===== src/rtl/refresh_pkg.sv =====
package refresh_pkg;

    typedef enum logic [1:0] {
        RM_HIDDEN   = 2'd0,
        RM_RAS_ONLY = 2'd1,
        RM_CBR      = 2'd2,
        RM_CBR_ALT  = 2'd3
    } ref_method_e;

    typedef enum logic [1:0] {
        ST_IDLE = 2'd0,
        ST_WAIT = 2'd1,
        ST_RUN  = 2'd2
    } ref_state_e;

    // Code 3 is an alias of column-before-row.
    function automatic ref_method_e norm_method(input logic [1:0] code);
        return (code == 2'd3) ? RM_CBR : ref_method_e'(code);
    endfunction

endpackage


===== src/rtl/refresh_timer.sv =====
module refresh_timer #(
    parameter int IV_W = 16
) (
    input  logic            clk,
    input  logic            rst_n,
    input  logic [IV_W-1:0] interval,
    output logic            tick
);
    logic [IV_W-1:0] cnt_q;

    assign tick = (cnt_q >= interval);

    always_ff @(posedge clk) begin
        if (!rst_n)
            cnt_q <= '0;
        else if (tick)
            cnt_q <= '0;
        else
            cnt_q <= cnt_q + 1'b1;
    end
endmodule


===== src/rtl/refresh_row_ctr.sv =====
module refresh_row_ctr #(
    parameter int ROW_W = 11
) (
    input  logic             clk,
    input  logic             rst_n,
    input  logic             step,
    output logic [ROW_W-1:0] row
);
    always_ff @(posedge clk) begin
        if (!rst_n)
            row <= '0;
        else if (step)
            row <= row + 1'b1;
    end
endmodule


===== src/rtl/refresh_strobes.sv =====
module refresh_strobes
    import refresh_pkg::*;
#(
    parameter int PH_W    = 4,
    parameter int CYC_HID = 12,
    parameter int CYC_RAS = 13,
    parameter int CYC_CBR = 14,
    parameter int PRECHG  = 4
) (
    input  logic            active,
    input  ref_method_e     method,
    input  logic [PH_W-1:0] phase,
    output logic            ras_n,
    output logic            cas_n,
    output logic            drive_row,
    output logic            cyc_last
);
    logic [PH_W-1:0] len_m1;
    logic [PH_W-1:0] ras_first;
    logic [PH_W-1:0] ras_last;
    logic            ras_on;
    logic            cas_on;

    always_comb begin
        unique case (method)
            RM_HIDDEN: begin
                len_m1    = PH_W'(CYC_HID - 1);
                ras_first = PH_W'(1);
            end
            RM_RAS_ONLY: begin
                len_m1    = PH_W'(CYC_RAS - 1);
                ras_first = PH_W'(1);
            end
            RM_CBR, RM_CBR_ALT: begin
                len_m1    = PH_W'(CYC_CBR - 1);
                ras_first = PH_W'(2);
            end
        endcase
    end

    assign ras_last = len_m1 - PH_W'(PRECHG);
    assign ras_on   = active && (phase >= ras_first) && (phase <= ras_last);

    always_comb begin
        unique case (method)
            RM_HIDDEN:          cas_on = active;
            RM_RAS_ONLY:        cas_on = 1'b0;
            RM_CBR, RM_CBR_ALT: cas_on = active && (phase >= PH_W'(1)) && (phase <= ras_last);
        endcase
    end

    assign ras_n     = !ras_on;
    assign cas_n     = !cas_on;
    assign drive_row = active && (method == RM_RAS_ONLY);
    assign cyc_last  = (phase == len_m1);
endmodule


===== src/rtl/dram_refresh_seq.sv =====
module dram_refresh_seq
    import refresh_pkg::*;
#(
    parameter int ROW_W     = 11,
    parameter int IV_W      = 16,
    parameter int CYC_HID   = 12,
    parameter int CYC_RAS   = 13,
    parameter int CYC_CBR   = 14,
    parameter int PRECHG    = 4,
    parameter int BURST_CNT = 4
) (
    input  logic             clk,
    input  logic             rst_n,
    input  logic [IV_W-1:0]  cfg_interval,
    input  logic [1:0]       cfg_method,
    input  logic             cfg_burst,
    input  logic             cpu_req,
    input  logic             cpu_busy,
    output logic             cpu_gnt,
    output logic             ref_active,
    output logic             ref_done,
    output logic             dram_ras_n,
    output logic             dram_cas_n,
    output logic [ROW_W-1:0] dram_addr
);
    localparam int CYC_MAX = (CYC_CBR > CYC_RAS)
                           ? ((CYC_CBR > CYC_HID) ? CYC_CBR : CYC_HID)
                           : ((CYC_RAS > CYC_HID) ? CYC_RAS : CYC_HID);
    localparam int PH_W  = $clog2(CYC_MAX);
    localparam int SUB_W = $clog2(BURST_CNT + 1);

    ref_state_e       state_q, state_d;
    logic [PH_W-1:0]  phase_q, phase_d;
    logic [SUB_W-1:0] sub_q, sub_d;
    ref_method_e      meth_q;
    logic             burst_q;
    logic             pend_q;

    logic             tick;
    logic             start;
    logic             cyc_last;
    logic             sub_last;
    logic             drive_row;
    logic             row_step;
    logic             run;
    logic [ROW_W-1:0] row;

    refresh_timer #(.IV_W(IV_W)) u_timer (
        .clk      (clk),
        .rst_n    (rst_n),
        .interval (cfg_interval),
        .tick     (tick)
    );

    refresh_row_ctr #(.ROW_W(ROW_W)) u_row (
        .clk   (clk),
        .rst_n (rst_n),
        .step  (row_step),
        .row   (row)
    );

    refresh_strobes #(
        .PH_W    (PH_W),
        .CYC_HID (CYC_HID),
        .CYC_RAS (CYC_RAS),
        .CYC_CBR (CYC_CBR),
        .PRECHG  (PRECHG)
    ) u_strobes (
        .active    (run),
        .method    (meth_q),
        .phase     (phase_q),
        .ras_n     (dram_ras_n),
        .cas_n     (dram_cas_n),
        .drive_row (drive_row),
        .cyc_last  (cyc_last)
    );

    assign run      = (state_q == ST_RUN);
    assign sub_last = burst_q ? (sub_q == SUB_W'(BURST_CNT - 1)) : (sub_q == '0);
    assign start    = pend_q && !cpu_busy && (state_q != ST_RUN);
    assign row_step = run && cyc_last && (meth_q == RM_RAS_ONLY);

    // Next state, phase and cycle index
    always_comb begin
        state_d = state_q;
        phase_d = phase_q;
        sub_d   = sub_q;
        unique case (state_q)
            ST_IDLE: begin
                if (pend_q)
                    state_d = cpu_busy ? ST_WAIT : ST_RUN;
            end
            ST_WAIT: begin
                if (!cpu_busy)
                    state_d = ST_RUN;
            end
            ST_RUN: begin
                if (cyc_last) begin
                    phase_d = '0;
                    sub_d   = sub_q + 1'b1;
                    if (sub_last)
                        state_d = ST_IDLE;
                end else begin
                    phase_d = phase_q + 1'b1;
                end
            end
            default: state_d = ST_IDLE;
        endcase
        if (start) begin
            phase_d = '0;
            sub_d   = '0;
        end
    end

    // State register
    always_ff @(posedge clk) begin
        if (!rst_n) begin
            state_q <= ST_IDLE;
            phase_q <= '0;
            sub_q   <= '0;
            meth_q  <= RM_HIDDEN;
            burst_q <= 1'b0;
            pend_q  <= 1'b0;
        end else begin
            state_q <= state_d;
            phase_q <= phase_d;
            sub_q   <= sub_d;
            if (start) begin
                meth_q  <= norm_method(cfg_method);
                burst_q <= cfg_burst;
            end
            if (tick)
                pend_q <= 1'b1;
            else if (start)
                pend_q <= 1'b0;
        end
    end

    // Outputs
    always_comb begin
        ref_active = run;
        ref_done   = run && cyc_last && sub_last;
        cpu_gnt    = cpu_req && (state_q == ST_IDLE) && !pend_q;
        dram_addr  = drive_row ? row : '0;
    end
endmodule


===== config.mk =====
export PLATFORM = sky130hd
export DESIGN_NAME = dram_refresh_seq
export DESIGN_NICKNAME = d
export VERILOG_FILES = /design/src/rtl/refresh_pkg.sv /design/src/rtl/refresh_timer.sv /design/src/rtl/refresh_row_ctr.sv /design/src/rtl/refresh_strobes.sv /design/src/rtl/dram_refresh_seq.sv
export SDC_FILE = /design/constraint.sdc
export NUM_CORES = 1
export LEC_CHECK = 0
export ABC_AREA = 1
export BUFFER_PORTS_ARGS = -buffer_cell sky130_fd_sc_hd__buf_2
export CAP_MARGIN = 5
export CELL_PAD_IN_SITES_DETAIL_PLACEMENT = 1
export CELL_PAD_IN_SITES_GLOBAL_PLACEMENT = 1
export CORE_ASPECT_RATIO = 1.2
export CORE_MARGIN = 2
export CORE_UTILIZATION = 35
export CTS_CLUSTER_SIZE = 10
export DETAILED_ROUTE_END_ITERATION = 12
export HOLD_SLACK_MARGIN = 0.12
export PLACE_DENSITY_LB_ADDON = 0.3
export SYNTH_ARGS = -nofsm -noshare
export SYNTH_HDL_FRONTEND = slang
export SYNTH_HIERARCHICAL = 1
export SYNTH_SLANG_ARGS = --single-unit
export TNS_END_PERCENT = 5

===== constraint.sdc =====
create_clock -name clk -period 4.1 [get_ports clk]
set_clock_uncertainty 0.2 [all_clocks]
set_input_delay 0.615 -clock clk [delete_from_list [all_inputs] [get_ports clk]]
set_output_delay 0.615 -clock clk [all_outputs]
set_load 0.01 [all_outputs]

==> results.json <==
{
  "fin_hold_ws_ns": 0.266,
  "htreeDepth": 2,
  "syn_area_per_cell_sq_um": 6.79,
  "fin_crit_ns": 2.96,
  "arrival_ns": 2.14,
  "worst_pin_slew_ns": 0.733,
  "fin_nets": 485,
  "async_flop_share": 0,
  "cp-start-kind": "flop",
  "vias_per_cell": 4.77,
  "min_from": "u_timer/cnt_q[0]$_SDFF_PP0_",
  "synth_nets": 444,
  "grt_overflow_total": 0,
  "cap_viol_max_count": 0,
  "root_buffer": "clkbuf_8",
  "end_kind": "primary output",
  "cts_made_buffers": 5,
  "finalHoldViolations": 0,
  "die_h_um": 99.5,
  "antenna_cells": 0,
  "grt_pass1_wl_um": 11200,
  "place.gp.congestion": 0.784,
  "clk_latency_ns": 0.30,
  "ys.flop_type": "dfxtp_1",
  "die_x_um": 83.6,
  "ir_drop_mv": 0.129,
  "fin_crit_sh": 0.721,
  "synth_cell_types": 31,
  "synthSimpleGateAreaFrac": 0.329,
  "detail-route-antenna-nets": 0,
  "drt-initial-drc-count": 43,
  "final_common_cell": "nand2_1",
  "synth_fa_ha_area_frac": 0.136,
  "dr.pass1.iters": 4,
  "crit_start": "meth_q[1]$_SDFFE_PN0P_",
  "synthToLayoutAreaGrowth_pct": 14.1,
  "wl_per_cell_um": 12.0,
  "leakage_nw": 1.53,
  "core_area_sq_um": 7320,
  "p_per_area_nw_per_um2": 295,
  "cts.sinks": 40,
  "max_slew_margin": 0.509,
  "ys_ff_latch": 40,
  "yosysTopAreaCell": "dfxtp_1",
  "die_area_sq_um": 8320,
  "ctsResizeCount": 0,
  "slew_viol_final": 0,
  "synth.area.top_cells": "dfxtp_1 (30%), ha_1 (14%), nand2_1 (12%)",
  "cts_post_setup_buffers_inserted": 0,
  "hold_buffers": 0,
  "rsz0062_at_grt": "no",
  "via_count": 2496,
  "synth_top_family_by_area": "simple AND/OR/NAND/NOR gates",
  "fmax_ghz": 0.338,
  "antenna_found_initial": 0,
  "synth_area_sq_um": 2660,
  "synth_edf_count": 0,
  "synthXorXnorAreaFrac": 0.0428,
  "status": "finished, final reports clean",
  "rows": 34,
  "post-route-drc-count": 0,
  "drive_gt1_frac": 0.145,
  "grt.total_usage": 0.163,
  "grt_max_degree": 21,
  "io_pins": 39,
  "initial_core_util": 0.364,
  "crit_type": "reg -> out",
  "nFillCells": 984,
  "muxShareOfSynthArea": 0,
  "required_ns": 3.28,
  "yosys_warnings": 6,
  "cts_max_path_buffers": 2,
  "worstReg2RegStart": "meth_q[1]$_SDFFE_PN0P_",
  "netlist.area_leader.share": 0.301,
  "routed_wl_um": 6290,
  "setup_viol": 0,
  "grt_pass1_vias": 2596,
  "post-dp-hpwl_um": 5010,
  "layout_common_cells": "nand2_1 (87), inv_1 (69), nor2_1 (61)",
  "cts_tree": "yes",
  "path_clk_slew_ns": 0.08,
  "synth_compound_area_frac": 0.0780,
  "crit_fanout": 8,
  "fin_setup_tns_ns": 0,
  "port_buffers": 38,
  "synthesis.instances": 392,
  "synth_seq_area_share": 0.301,
  "hp-class": "reg -> reg"
}
[power breakdown]
group	leakage, nW	internal [mW]	switching, mW
sequential	0.323	0.403	0.0215
clock	0.0503	0.150	0.141
combinational	1.16	0.0670	0.113
total	1.53	0.620	0.276
[registers in the layout, indices dropped and copies added, names as in the netlist]
register	cells
u_timer/cnt_q	16
u_row/row	11
phase_q	4
sub_q	3
meth_q	2
state_q	2
burst_q	1
pend_q	1
[cells by family (layout without fill, tap and decap cells)]
family                     count (synthesis)  in the layout
and+or+nand+nor                          195            195
AOI/OAI and AO/OA                         38             38
adders and majority gates                 29             29
DFF                                       40             40
xor gates and xnor gates                  13             13
buffers and inverters                     77            118
[cell usage after synthesis (2+ instances only)]
| master | count |
|---|---|
| o21a_1 | 2 |
| o21ai_0 | 8 |
| nor2_4 | 5 |
| a21oi_1 | 25 |
| xnor2_1 | 8 |
| clkbuf_1 | 2 |
| or2_0 | 2 |
| nand3_1 | 25 |
| nand4_1 | 3 |
| nor2_2 | 2 |
| dfxtp_1 | 40 |
| ha_1 | 29 |
| nand2_1 | 87 |
| xor2_1 | 5 |
| inv_1 | 69 |
| nand3_2 | 3 |
| nor2_1 | 61 |
| inv_2 | 3 |
[per-layer routing]
metal,share of wire,up-vias,wire length (um),global-route usage
met1,0.43,1160,2700,0.188
met5,0,-,0,0
li1,-,1293,-,-
met4,0.014,0,89,0.0521
met2,0.53,37,3310,0.306
met3,0.031,6,192,0.0249
[worst max-delay path: stages (launching register included)]
cell	delay, ns
dfxtp_1	0.35
nor2_1	0.14
inv_1	0.11
ha_1	0.29
nand2_1	0.06
nor3b_1	0.48
nand2_4	0.15
a21oi_1	0.14
buf_2	0.14
[path summary, 6_finish.rpt]
path | slack [ns] | to | cells past startpoint
max | 1.14 | ref_done | 8
min | 0.27 | u_timer/cnt_q[0]$_SDFF_PP0_ | 1
max reg2reg | 1.30 | u_row/row[10]$_SDFFE_PN0P_ | 13
min reg2reg | 0.27 | u_timer/cnt_q[0]$_SDFF_PP0_ | 1
[cell type report]
type                       instances  area [sq um]  share of cell area
clock buffer                       7          96.3              0.0317
inverter                          72           270              0.0890
multi-input combinational        275          1560               0.514
sequential                        40           801               0.264
tap                               90           113              0.0371
timing repair buffer              39           198              0.0651
[metrics by stage]
step / utilization / cell area [sq um] / worst slack, ns / cells / power (mW)
after global placement: 0.402 / 2940 / 1.48 / 516 / 0.606
after CTS: 0.415 / 3040 / 1.12 / 523 / 0.911
final: 0.415 / 3040 / 1.14 / 523 / 0.896
after floorplan: - / 2660 / 1.69 / 392 / 0.555
after detailed placement: 0.402 / 2940 / 1.36 / 516 / 0.616
after global routing: 0.415 / 3040 / 0.932 / 523 / 0.954
Note: power is estimated with default switching activity, not from simulation.
